==> src/rtl/rtg_pkg.sv <==
package rtg_pkg;
  localparam int NUM_REGS = 15;
  localparam int NUM_FS   = 2;
  localparam int I_HTOT   = 0;
  localparam int I_HACT   = 1;
  localparam int I_HS0    = 2;
  localparam int I_HS1    = 3;
  localparam int I_VTOT   = 4;
  localparam int I_VACT   = 5;
  localparam int I_VS0    = 6;
  localparam int I_VS1    = 7;
  localparam int I_FS_PX  = 8;   // fsync i pixel at 8+2i, line at 9+2i
  localparam int I_LK_PX  = 12;
  localparam int I_LK_LN  = 13;
  localparam int I_POL    = 14;
  localparam logic [1:0] REF_FSYNC  = 2'd0;
  localparam logic [1:0] REF_VSYNC  = 2'd1;
  localparam logic [1:0] REF_VBLANK = 2'd2;
  localparam logic [1:0] REF_NONE   = 2'd3;
endpackage

==> src/rtl/rtg_cfg_regs.sv <==
module rtg_cfg_regs import rtg_pkg::*; #(
  parameter int CW = 12,
  parameter logic [NUM_REGS*CW-1:0] RST_VAL = '0
) (
  input  logic                   clk_i,
  input  logic                   rst_ni,
  input  logic                   we_i,
  input  logic [3:0]             addr_i,
  input  logic [CW-1:0]          wdata_i,
  input  logic                   commit_i,
  output logic [NUM_REGS*CW-1:0] act_o
);
  for (genvar i = 0; i < NUM_REGS; i++) begin : g_reg
    logic [CW-1:0] stage_q, act_q;
    always_ff @(posedge clk_i or negedge rst_ni) begin
      if (!rst_ni) begin
        stage_q <= RST_VAL[i*CW +: CW];
        act_q   <= RST_VAL[i*CW +: CW];
      end else begin
        if (commit_i) act_q <= stage_q;
        if (we_i && addr_i == 4'(i)) stage_q <= wdata_i;
      end
    end
    assign act_o[i*CW +: CW] = act_q;
  end
endmodule

==> src/rtl/rtg_lock.sv <==
module rtg_lock import rtg_pkg::*; #(
  parameter int CW = 12
) (
  input  logic          clk_i,
  input  logic          rst_ni,
  input  logic [1:0]    sel_i,
  input  logic          fsync_i,
  input  logic          vsync_i,
  input  logic          vblank_i,
  input  logic [CW-1:0] h_tot_i,
  input  logic [CW-1:0] v_tot_i,
  input  logic [CW-1:0] off_px_i,
  input  logic [CW-1:0] off_ln_i,
  output logic          reload_o,
  output logic [CW-1:0] rl_h_o,
  output logic [CW-1:0] rl_v_o
);
  logic          ref_val, ref_q;
  logic [CW-1:0] px, ln;

  always_comb begin
    case (sel_i)
      REF_FSYNC:  ref_val = fsync_i;
      REF_VSYNC:  ref_val = vsync_i;
      REF_VBLANK: ref_val = vblank_i;
      default:    ref_val = 1'b0;
    endcase
  end

  always_ff @(posedge clk_i or negedge rst_ni) begin
    if (!rst_ni) ref_q <= 1'b0;
    else         ref_q <= ref_val;
  end

  assign reload_o = ref_val & ~ref_q;
  assign px = (sel_i == REF_FSYNC) ? off_px_i : '0;
  assign ln = (sel_i == REF_FSYNC) ? off_ln_i : '0;

  // position that reaches (0,0) after ln*H+px clocks
  always_comb begin
    if (px == '0) begin
      rl_h_o = '0;
      rl_v_o = (ln == '0) ? '0 : v_tot_i - ln;
    end else begin
      rl_h_o = h_tot_i - px;
      rl_v_o = v_tot_i - ln - CW'(1);
    end
  end
endmodule

==> src/rtl/rtg_counters.sv <==
module rtg_counters #(
  parameter int CW = 12
) (
  input  logic          clk_i,
  input  logic          rst_ni,
  input  logic [CW-1:0] h_tot_i,
  input  logic [CW-1:0] v_tot_i,
  input  logic          reload_i,
  input  logic [CW-1:0] rl_h_i,
  input  logic [CW-1:0] rl_v_i,
  output logic [CW-1:0] h_o,
  output logic [CW-1:0] v_o,
  output logic          frame_next_o
);
  logic [CW-1:0] h_q, v_q, h_d, v_d;
  logic          h_last, v_last;

  assign h_last = h_q >= h_tot_i - CW'(1);
  assign v_last = v_q >= v_tot_i - CW'(1);

  always_comb begin
    if (reload_i) begin
      h_d = rl_h_i;
      v_d = rl_v_i;
    end else if (h_last) begin
      h_d = '0;
      v_d = v_last ? '0 : v_q + CW'(1);
    end else begin
      h_d = h_q + CW'(1);
      v_d = v_q;
    end
  end

  always_ff @(posedge clk_i or negedge rst_ni) begin
    if (!rst_ni) begin
      h_q <= '0;
      v_q <= '0;
    end else begin
      h_q <= h_d;
      v_q <= v_d;
    end
  end

  assign h_o          = h_q;
  assign v_o          = v_q;
  assign frame_next_o = (h_d == '0) && (v_d == '0);
endmodule

==> src/rtl/raster_timing_gen.sv <==
module raster_timing_gen import rtg_pkg::*; #(
  parameter int CW         = 12,
  parameter int DEF_H_TOT  = 12,
  parameter int DEF_H_ACT  = 8,
  parameter int DEF_HS0    = 9,
  parameter int DEF_HS1    = 10,
  parameter int DEF_V_TOT  = 8,
  parameter int DEF_V_ACT  = 5,
  parameter int DEF_VS0    = 6,
  parameter int DEF_VS1    = 7,
  parameter int DEF_FS0_PX = 1,
  parameter int DEF_FS0_LN = 0,
  parameter int DEF_FS1_PX = 4,
  parameter int DEF_FS1_LN = 2
) (
  input  logic              clk_i,
  input  logic              rst_ni,
  input  logic              cfg_we_i,
  input  logic [3:0]        cfg_addr_i,
  input  logic [CW-1:0]     cfg_wdata_i,
  input  logic [1:0]        ref_sel_i,
  input  logic              ref_fsync_i,
  input  logic              ref_vsync_i,
  input  logic              ref_vblank_i,
  output logic              hsync_o,
  output logic              vsync_o,
  output logic              hblank_o,
  output logic              vblank_o,
  output logic              active_o,
  output logic [NUM_FS-1:0] fsync_o,
  output logic              irq_o
);
  localparam logic [NUM_REGS*CW-1:0] RST_VAL = {
    CW'(0), CW'(0), CW'(0), CW'(DEF_FS1_LN), CW'(DEF_FS1_PX),
    CW'(DEF_FS0_LN), CW'(DEF_FS0_PX), CW'(DEF_VS1), CW'(DEF_VS0),
    CW'(DEF_V_ACT), CW'(DEF_V_TOT), CW'(DEF_HS1), CW'(DEF_HS0),
    CW'(DEF_H_ACT), CW'(DEF_H_TOT)};

  logic [NUM_REGS*CW-1:0] act_cfg;
  logic [CW-1:0] h_cnt, v_cnt, rl_h, rl_v;
  logic          reload, frame_next;
  logic [3:0]    pol;
  logic          hb, vb, hs, vs;

  function automatic logic [CW-1:0] fld(input int idx, input logic [NUM_REGS*CW-1:0] v);
    return v[idx*CW +: CW];
  endfunction

  rtg_cfg_regs #(.CW(CW), .RST_VAL(RST_VAL)) u_cfg (
    .clk_i, .rst_ni,
    .we_i     (cfg_we_i),
    .addr_i   (cfg_addr_i),
    .wdata_i  (cfg_wdata_i),
    .commit_i (frame_next),
    .act_o    (act_cfg)
  );

  rtg_lock #(.CW(CW)) u_lock (
    .clk_i, .rst_ni,
    .sel_i    (ref_sel_i),
    .fsync_i  (ref_fsync_i),
    .vsync_i  (ref_vsync_i),
    .vblank_i (ref_vblank_i),
    .h_tot_i  (fld(I_HTOT, act_cfg)),
    .v_tot_i  (fld(I_VTOT, act_cfg)),
    .off_px_i (fld(I_LK_PX, act_cfg)),
    .off_ln_i (fld(I_LK_LN, act_cfg)),
    .reload_o (reload),
    .rl_h_o   (rl_h),
    .rl_v_o   (rl_v)
  );

  rtg_counters #(.CW(CW)) u_cnt (
    .clk_i, .rst_ni,
    .h_tot_i      (fld(I_HTOT, act_cfg)),
    .v_tot_i      (fld(I_VTOT, act_cfg)),
    .reload_i     (reload),
    .rl_h_i       (rl_h),
    .rl_v_i       (rl_v),
    .h_o          (h_cnt),
    .v_o          (v_cnt),
    .frame_next_o (frame_next)
  );

  assign pol = act_cfg[I_POL*CW +: 4];
  assign hb  = h_cnt >= fld(I_HACT, act_cfg);
  assign vb  = v_cnt >= fld(I_VACT, act_cfg);
  assign hs  = (h_cnt >= fld(I_HS0, act_cfg)) && (h_cnt < fld(I_HS1, act_cfg));
  assign vs  = (v_cnt >= fld(I_VS0, act_cfg)) && (v_cnt < fld(I_VS1, act_cfg));

  assign hsync_o  = hs ^ pol[0];
  assign vsync_o  = vs ^ pol[1];
  assign hblank_o = hb ^ pol[2];
  assign vblank_o = vb ^ pol[3];
  assign active_o = ~hb & ~vb;
  assign irq_o    = (h_cnt == '0) && (v_cnt == '0);

  for (genvar i = 0; i < NUM_FS; i++) begin : g_fs
    assign fsync_o[i] = (h_cnt == fld(I_FS_PX + 2*i, act_cfg)) &&
                        (v_cnt == fld(I_FS_PX + 2*i + 1, act_cfg));
  end
endmodule

==> config.mk <==
export PLATFORM = sky130hd
export DESIGN_NAME = raster_timing_gen
export DESIGN_NICKNAME = d
export VERILOG_FILES = /design/src/rtl/rtg_pkg.sv /design/src/rtl/rtg_cfg_regs.sv /design/src/rtl/rtg_lock.sv /design/src/rtl/rtg_counters.sv /design/src/rtl/raster_timing_gen.sv
export SDC_FILE = /design/constraint.sdc
export NUM_CORES = 1
export LEC_CHECK = 0
export BUFFER_PORTS_ARGS = -buffer_cell sky130_fd_sc_hd__buf_4
export CORE_UTILIZATION = 57
export DETAILED_ROUTE_END_ITERATION = 10
export GPL_ROUTABILITY_DRIVEN = 0
export PLACE_DENSITY = 0.76
export SETUP_SLACK_MARGIN = 0.3
export SYNTH_ARGS = -nofsm -noshare
export SYNTH_HDL_FRONTEND = slang
export SYNTH_SLANG_ARGS = --single-unit
==> constraint.sdc <==
create_clock -name clk_i -period 4.33 [get_ports clk_i]
set_clock_uncertainty 0.15 [all_clocks]
set_input_delay 0.6495 -clock clk_i [delete_from_list [all_inputs] [get_ports clk_i]]
set_output_delay 0.6495 -clock clk_i [all_outputs]
set_load 0.02 [all_outputs]
# Word level (Yosys, flattened, before mapping)
# Cells that the tools add are included.
word_totals:
  out_inout_bits: 8
  word_cells: 117
  register_bits: 369
  inputBits: 24
op_classes:
  n_mux: 11
  reduce_logical: 29
  eq_ne: 20
  add_sub_neg: 7
  n_lt_le_gt_ge: 8
  bitwise_logic: 9
ops:
  columns: ["operator", "count"]
  rows:
  - ["two-way mux 12 bit", 10]
  - ["greater-or-equal comparator 12 bit", 6]
  - ["logical NOT 12 bit", 6]
  - ["equality test 12 bit", 4]
  - ["subtractor 12 x 1 -> 12 bit (second input constant)", 3]
  - ["equality test 4 bit (second input constant)", 7]
  - ["adder 12 x 1 -> 12 bit (second input constant)", 2]
  - ["< comparator 12 bit", 2]
  - ["subtractor 12 bit", 2]
  - ["logical AND 1 bit", 21]
  - ["equality test 4 x 3 -> 1 bit (second input constant)", 4]
  - ["equality test 4 x 2 -> 1 bit (second input constant)", 2]
  - ["equality test 4 x 1 -> 1 bit (second input constant)", 1]
  - ["logical NOT 4 bit", 1]
  - ["bitwise XOR 1 bit", 4]
  - ["inverter 1 bit", 3]
  - ["case mux 1 bit (3 select lines)", 1]
  - ["bitwise AND 1 bit", 2]
  - ["equality test 2 x 1 -> 1 bit (second input constant)", 1]
  - ["equality test 2 bit (second input constant)", 1]
  - ["logical NOT 2 bit", 1]

# Longest topological paths before layout
logic_depth:
  depth_word: 8
  mapped_depth: 21

# Hierarchy
# A second synthesis with hierarchy kept.
unflattened:
  cells_unflattened: 1679
  hier_area_um2: 20205.6
by_module_without_submodules:
  columns: ["module", "n_inst", "area_each_um2", "cells_each"]
  rows:
  - ["rtg_cfg_regs", 1, 13594.3, 790]
  - ["rtg_counters", 1, 2586.2, 322]
  - ["raster_timing_gen", 1, 2292.2, 312]
  - ["rtg_lock", 1, 1732.9, 255]

# Worst setup path after synthesis
# No wires, ideal clock.
synth_path:
  path_type: "input -> register"
  startpoint: "input port ref_sel_i[0]"
  endpoint: "register u_cfg.g_reg[2].act_q[10]"
  t_required_ps: 4053
  slack_ps: -491
  setup_time_ps: 127
  path_buffers: 4
  cell_stages: 18
  arrival_ps: 4543
  path_cell_list: "nor2_1 clkbuf_1 nand2_1 fa_1 a211o_1 a211oi_2 o21bai_1 a21o_1 xor2_1 a21oi_1 or4b_1 nor4_1 nand4b_1 nor4b_2 buf_4 buf_12 buf_6 mux2_1"
synth_between:
  elab_chain_cells: 8
  elab_cells_between_ends: 20
  classes_between: "add/sub (3); eq/ne (2); mux (8); bitwise (1); reduce/logical (6)"
synth_rtl:
  columns: ["item", "line_no", "rtl"]
  rows:
  - ["from (decl)", "raster_timing_gen.sv:21", "input logic [1:0] ref_sel_i,"]
  - ["logical NOT 2 bit", "rtg_lock.sv:22, rtg_lock.sv:36, rtg_lock.sv:37", null]
  - ["two-way mux 12 bit", "rtg_lock.sv:37", "assign ln = (sel_i == REF_FSYNC) ? off_ln_i : '0;"]
  - ["subtractor 12 bit or logical NOT 12 bit (tied branches)", "rtg_lock.sv:43, rtg_lock.sv:46", null]
  - ["subtractor 12 x 1 -> 12 bit or two-way mux 12 bit (tied branches)", "rtg_lock.sv:46, rtg_lock.sv:43", null]
  - ["two-way mux 12 bit", "rtg_lock.sv:41", "if (px == '0) begin"]
  - ["two-way mux 12 bit", "rtg_counters.sv:22", "if (reload_i) begin"]
  - ["logical NOT 12 bit", "rtg_counters.sv:46", "assign frame_next_o = (h_d == '0) && (v_d == '0);"]
  - ["logical AND 1 bit *", "rtg_counters.sv:46", null]
  - ["to (signal assigned)", "rtg_cfg_regs.sv:18", "act_q <= RST_VAL[i*CW +: CW];"]
  - ["to (signal assigned)", "rtg_cfg_regs.sv:20", "if (commit_i) act_q <= stage_q;"]
  - ["to (decl)", "rtg_cfg_regs.sv:14", "logic [CW-1:0] stage_q, act_q;"]
# Mark *: on every way between the ends. The rest lies on a longest branch, timed or not.
# A chain may end at the register's enable or synchronous reset.

# Worst setup path after layout
layout_path:
  startpoint: "register u_cfg.g_reg[0].act_q[9]"
  endpoint: "register u_cfg.g_reg[10].act_q[5]"
layout_between:
  elab_chain_cells: 6
  elab_cells_between_ends: 11
  classes_between: "add/sub (2); order compare (1); mux (5); reduce/logical (3)"
layout_rtl:
  columns: ["item", "line_no", "rtl"]
  rows:
  - ["from (decl)", "rtg_cfg_regs.sv:14", null]
  - ["from (signal assigned)", "rtg_cfg_regs.sv:18", null]
  - ["from (signal assigned)", "rtg_cfg_regs.sv:20", null]
  - ["subtractor 12 x 1 -> 12 bit", "rtg_counters.sv:18", "assign h_last = h_q >= h_tot_i - CW'(1);"]
  - ["greater-or-equal comparator 12 bit", "rtg_counters.sv:18", null]
  - ["two-way mux 12 bit", "rtg_counters.sv:25", "end else if (h_last) begin"]
  - ["two-way mux 12 bit", "rtg_counters.sv:22", null]
  - ["via u_cnt.v_d[4]", "rtg_counters.sv:15", "logic [CW-1:0] h_q, v_q, h_d, v_d;"]
  - ["logical NOT 12 bit", "rtg_counters.sv:46", null]
  - ["logical AND 1 bit", "rtg_counters.sv:46", null]
  - ["to (signal assigned)", "rtg_cfg_regs.sv:18", null]
  - ["to (signal assigned)", "rtg_cfg_regs.sv:20", null]
  - ["to (decl)", "rtg_cfg_regs.sv:14", null]
# The timed path passes the listed nets, and every way through them passes these cells.

==> out/metrics.yaml <==
synth_most_common_cell: "dfrtp_1"
vias: 13300
firstDrtPassIters: 7
synth_top_flop_cell: "dfrtp_1"
avgSynthCellArea_um2: 12.2
p_total_w: 0.0202
slew_headroom_pct: 13.0
antenna_cells: 0
fillCellCount: 2225
grt_antenna_before_repair: 0
drv_slew: 0
drc: 0
avgViaCountPerCell: 5.96
nNetsFinal: 1905
synth_seq_cells: 369
synth_nets: 1724
hpwl_um: 32000
ys_top_cells_by_area: "dfrtp_1 (44%), mux2_2 (16%), ha_1 (8.0%)"
grt_overflow_total: 0
synth-edff-count: 0
wl_per_cell_um: 22.5
synth_cells: 1575
dieArea_um2: 34300
die_x_um: 185
yosysWarningCount: 0
dpl.cell_count: 2140
hold-worst-slack_ps: -23.2
row_count: 66
start_kind: "flip-flop"
startpoint: "u_cfg.g_reg[0].act_q[9]$_DFFE_PN0P_"
cts_tree: "built"
drt-initial-drc-count: 984
cp_max_fo: 13
violations: "hold timing, setup timing"
finalHoldViolations: 11
p_leak_nw: 10.7
post-synth-top-area-cell: "dfrtp_1"
netlist.area_leader.share_pct: 43.5
powerDensity_nw_per_um2: 876
grt_pass1_wl_um: 75500
post_dp_cell_area_um2: 20900
cts_buffer_depth: 3
clk-insertion-delay-late_ps: 540
async_flop_share_pct: 100
ios: 32
rsz0062_at_grt: "yes"
synth-seq-area-share_pct: 48.5
core_area_um2: 32800
use_met1_pct: 39.3
grt_max_degree: 104
synth_area_um2: 19100
cts_sinks: 369
final_cell_area_um2: 23100
instances_no_fill: 2228
vdd_drop_max_v: 0.000439
cp.required_ps: 4600
crit_type: "reg2reg"
layout-drive-gt1-share_pct: 37.1
grt_use_met2_pct: 47.9
ys_types: 74
grt_usage_pct: 29.1
fin_ws_ps: -518
io_buffers: 31
ctsHtreeMaxLevel: 2
finalCritPeriodShare_pct: 112
status: "complete, but fails checks"
min_path_type: "in2async"
end_kind: "flip-flop"
antenna_left: 0
numCtsBuffers: 39
worst_pin_slew_ps: 1300
post-place-ws_ps: -776
start_util_pct: 58.4
grt_pass1_vias: 13400
finalCriticalPeriod_ps: 4850
synth_common_cells: "dfrtp_1 (333), mux2_2 (265), ha_1 (123)"
busiest_layer: "met2"
routed_wl_um: 50200
syn_to_final_growth_pct: 20.6
cts_root_buffer: "clkbuf_16"
met3_usage_pct: 3.99
max_freq_ghz: 0.206
final-setup-viol-count: 172
r2r-start: "u_cfg.g_reg[0].act_q[9]$_DFFE_PN0P_"
crit_arrival_ps: 5120
cap_violations: 0
die_y_um: 185
clk_pin_slew_worst_paths_ps: 60
==> repair_timing <==
action | 4_1_cts | 5_1_grt
endpoints found under the setup margin | 176 | 177
pin swaps | 3 | 33
endpoints found under the hold margin | 0 | 0
setup buffers | 4 | 2
gates cloned | 1 | 10
hold buffers | 0 | 0
resized for setup | 30 | 122
==> worst max-delay path: stages, from the launching register on <==
cell	delay, ps
dfrtp_1	370
or4_4	560
nor3_4	130
xnor2_1	90
ha_1	330
and4_4	250
o211ai_1	100
o21a_2	260
a21oi_4	160
xnor2_2	130
o221ai_2	130
or4b_1	530
nor4_1	190
nand4b_1	180
nor4b_4	260
buf_6	170
buf_12	180
clkbuf_16	200
mux2_1	340
==> final timing paths <==
path	to	slack, ps	cells after the start
min	u_cfg.g_reg[1].stage_q[0]$_DFFE_PN0P_	-20	1
max in group asynchronous	u_cfg.g_reg[3].act_q[7]$_DFFE_PN0P_	2930	2
min reg2reg	u_cfg.g_reg[0].act_q[8]$_DFFE_PN0P_	340	1
min in group clk_i	u_lock.ref_q$_DFF_PN0_	280	3
max	u_cfg.g_reg[10].act_q[5]$_DFFE_PN0P_	-520	18
max reg2reg	u_cfg.g_reg[10].act_q[5]$_DFFE_PN0P_	-520	18
==> metal layers <==
metal	vias to the layer above	routed length [um]
met4	0	1930
li1	5959	-
met1	6796	21700
met2	406	24100
met5	-	0
met3	129	2470
==> kinds of logic (layout without fill, tap and decap cells) <==
kind of cell,after synthesis,after routing,share of synthesized area [%]
compound gates,193,193,6.61
xor+xnor,108,108,4.98
fa+ha+maj,125,125,8.25
buf+inv,160,371,4.00
flops,369,369,48.5
mux,346,346,20.3
simple gates,274,274,7.38
==> cell type report <==
type	instances	area, um2	share of cell area, %
clock buffers	55	1090	4.70
clock inverters	16	176	0.764
inverters	84	315	1.37
multi-input cells	1046	9670	41.9
flip-flops and latches	369	9280	40.2
well taps	442	553	2.39
repair buffers	216	2010	8.71
==> cells in the final DEF, fill, tap and decap left out, drive strengths merged, types with 27 or more instances in the layout <==
master  Yosys  final
inv        84     86
dfrtp     333    333
a21oi      52     52
ha        123    123
o21ai      40     40
xnor2      53     53
nor4       27     27
dfstp      36     36
clkbuf     47     65
nor2       58     58
nand2      76     76
buf        29    206
xor2       55     55
mux2      345    345
==> per-stage QoR <==
stage | utilization, % | setup TNS, ps
CTS | 68.1 | -91130
floorplan | - | -19650
global route | 70.4 | -112330
finish | 70.4 | -79030
global placement | 63.8 | -117700
detailed placement | 63.8 | -122990
==> report_power, final <==
part	internal (W)	switching (W)
combinational	0.00567	0.00556
sequential	0.00483	0.000851
clock	0.00194	0.00139
total	0.0124	0.00779
==> state kept, by name, indices dropped and copies added (netlist names) <==
name and cells:
u_cfg.g.act_q 172, u_cfg.g.stage_q 172, u_cnt.h_o 12, u_cnt.v_o 12, u_lock.ref_q 1
(Power assumes the default switching activity.)
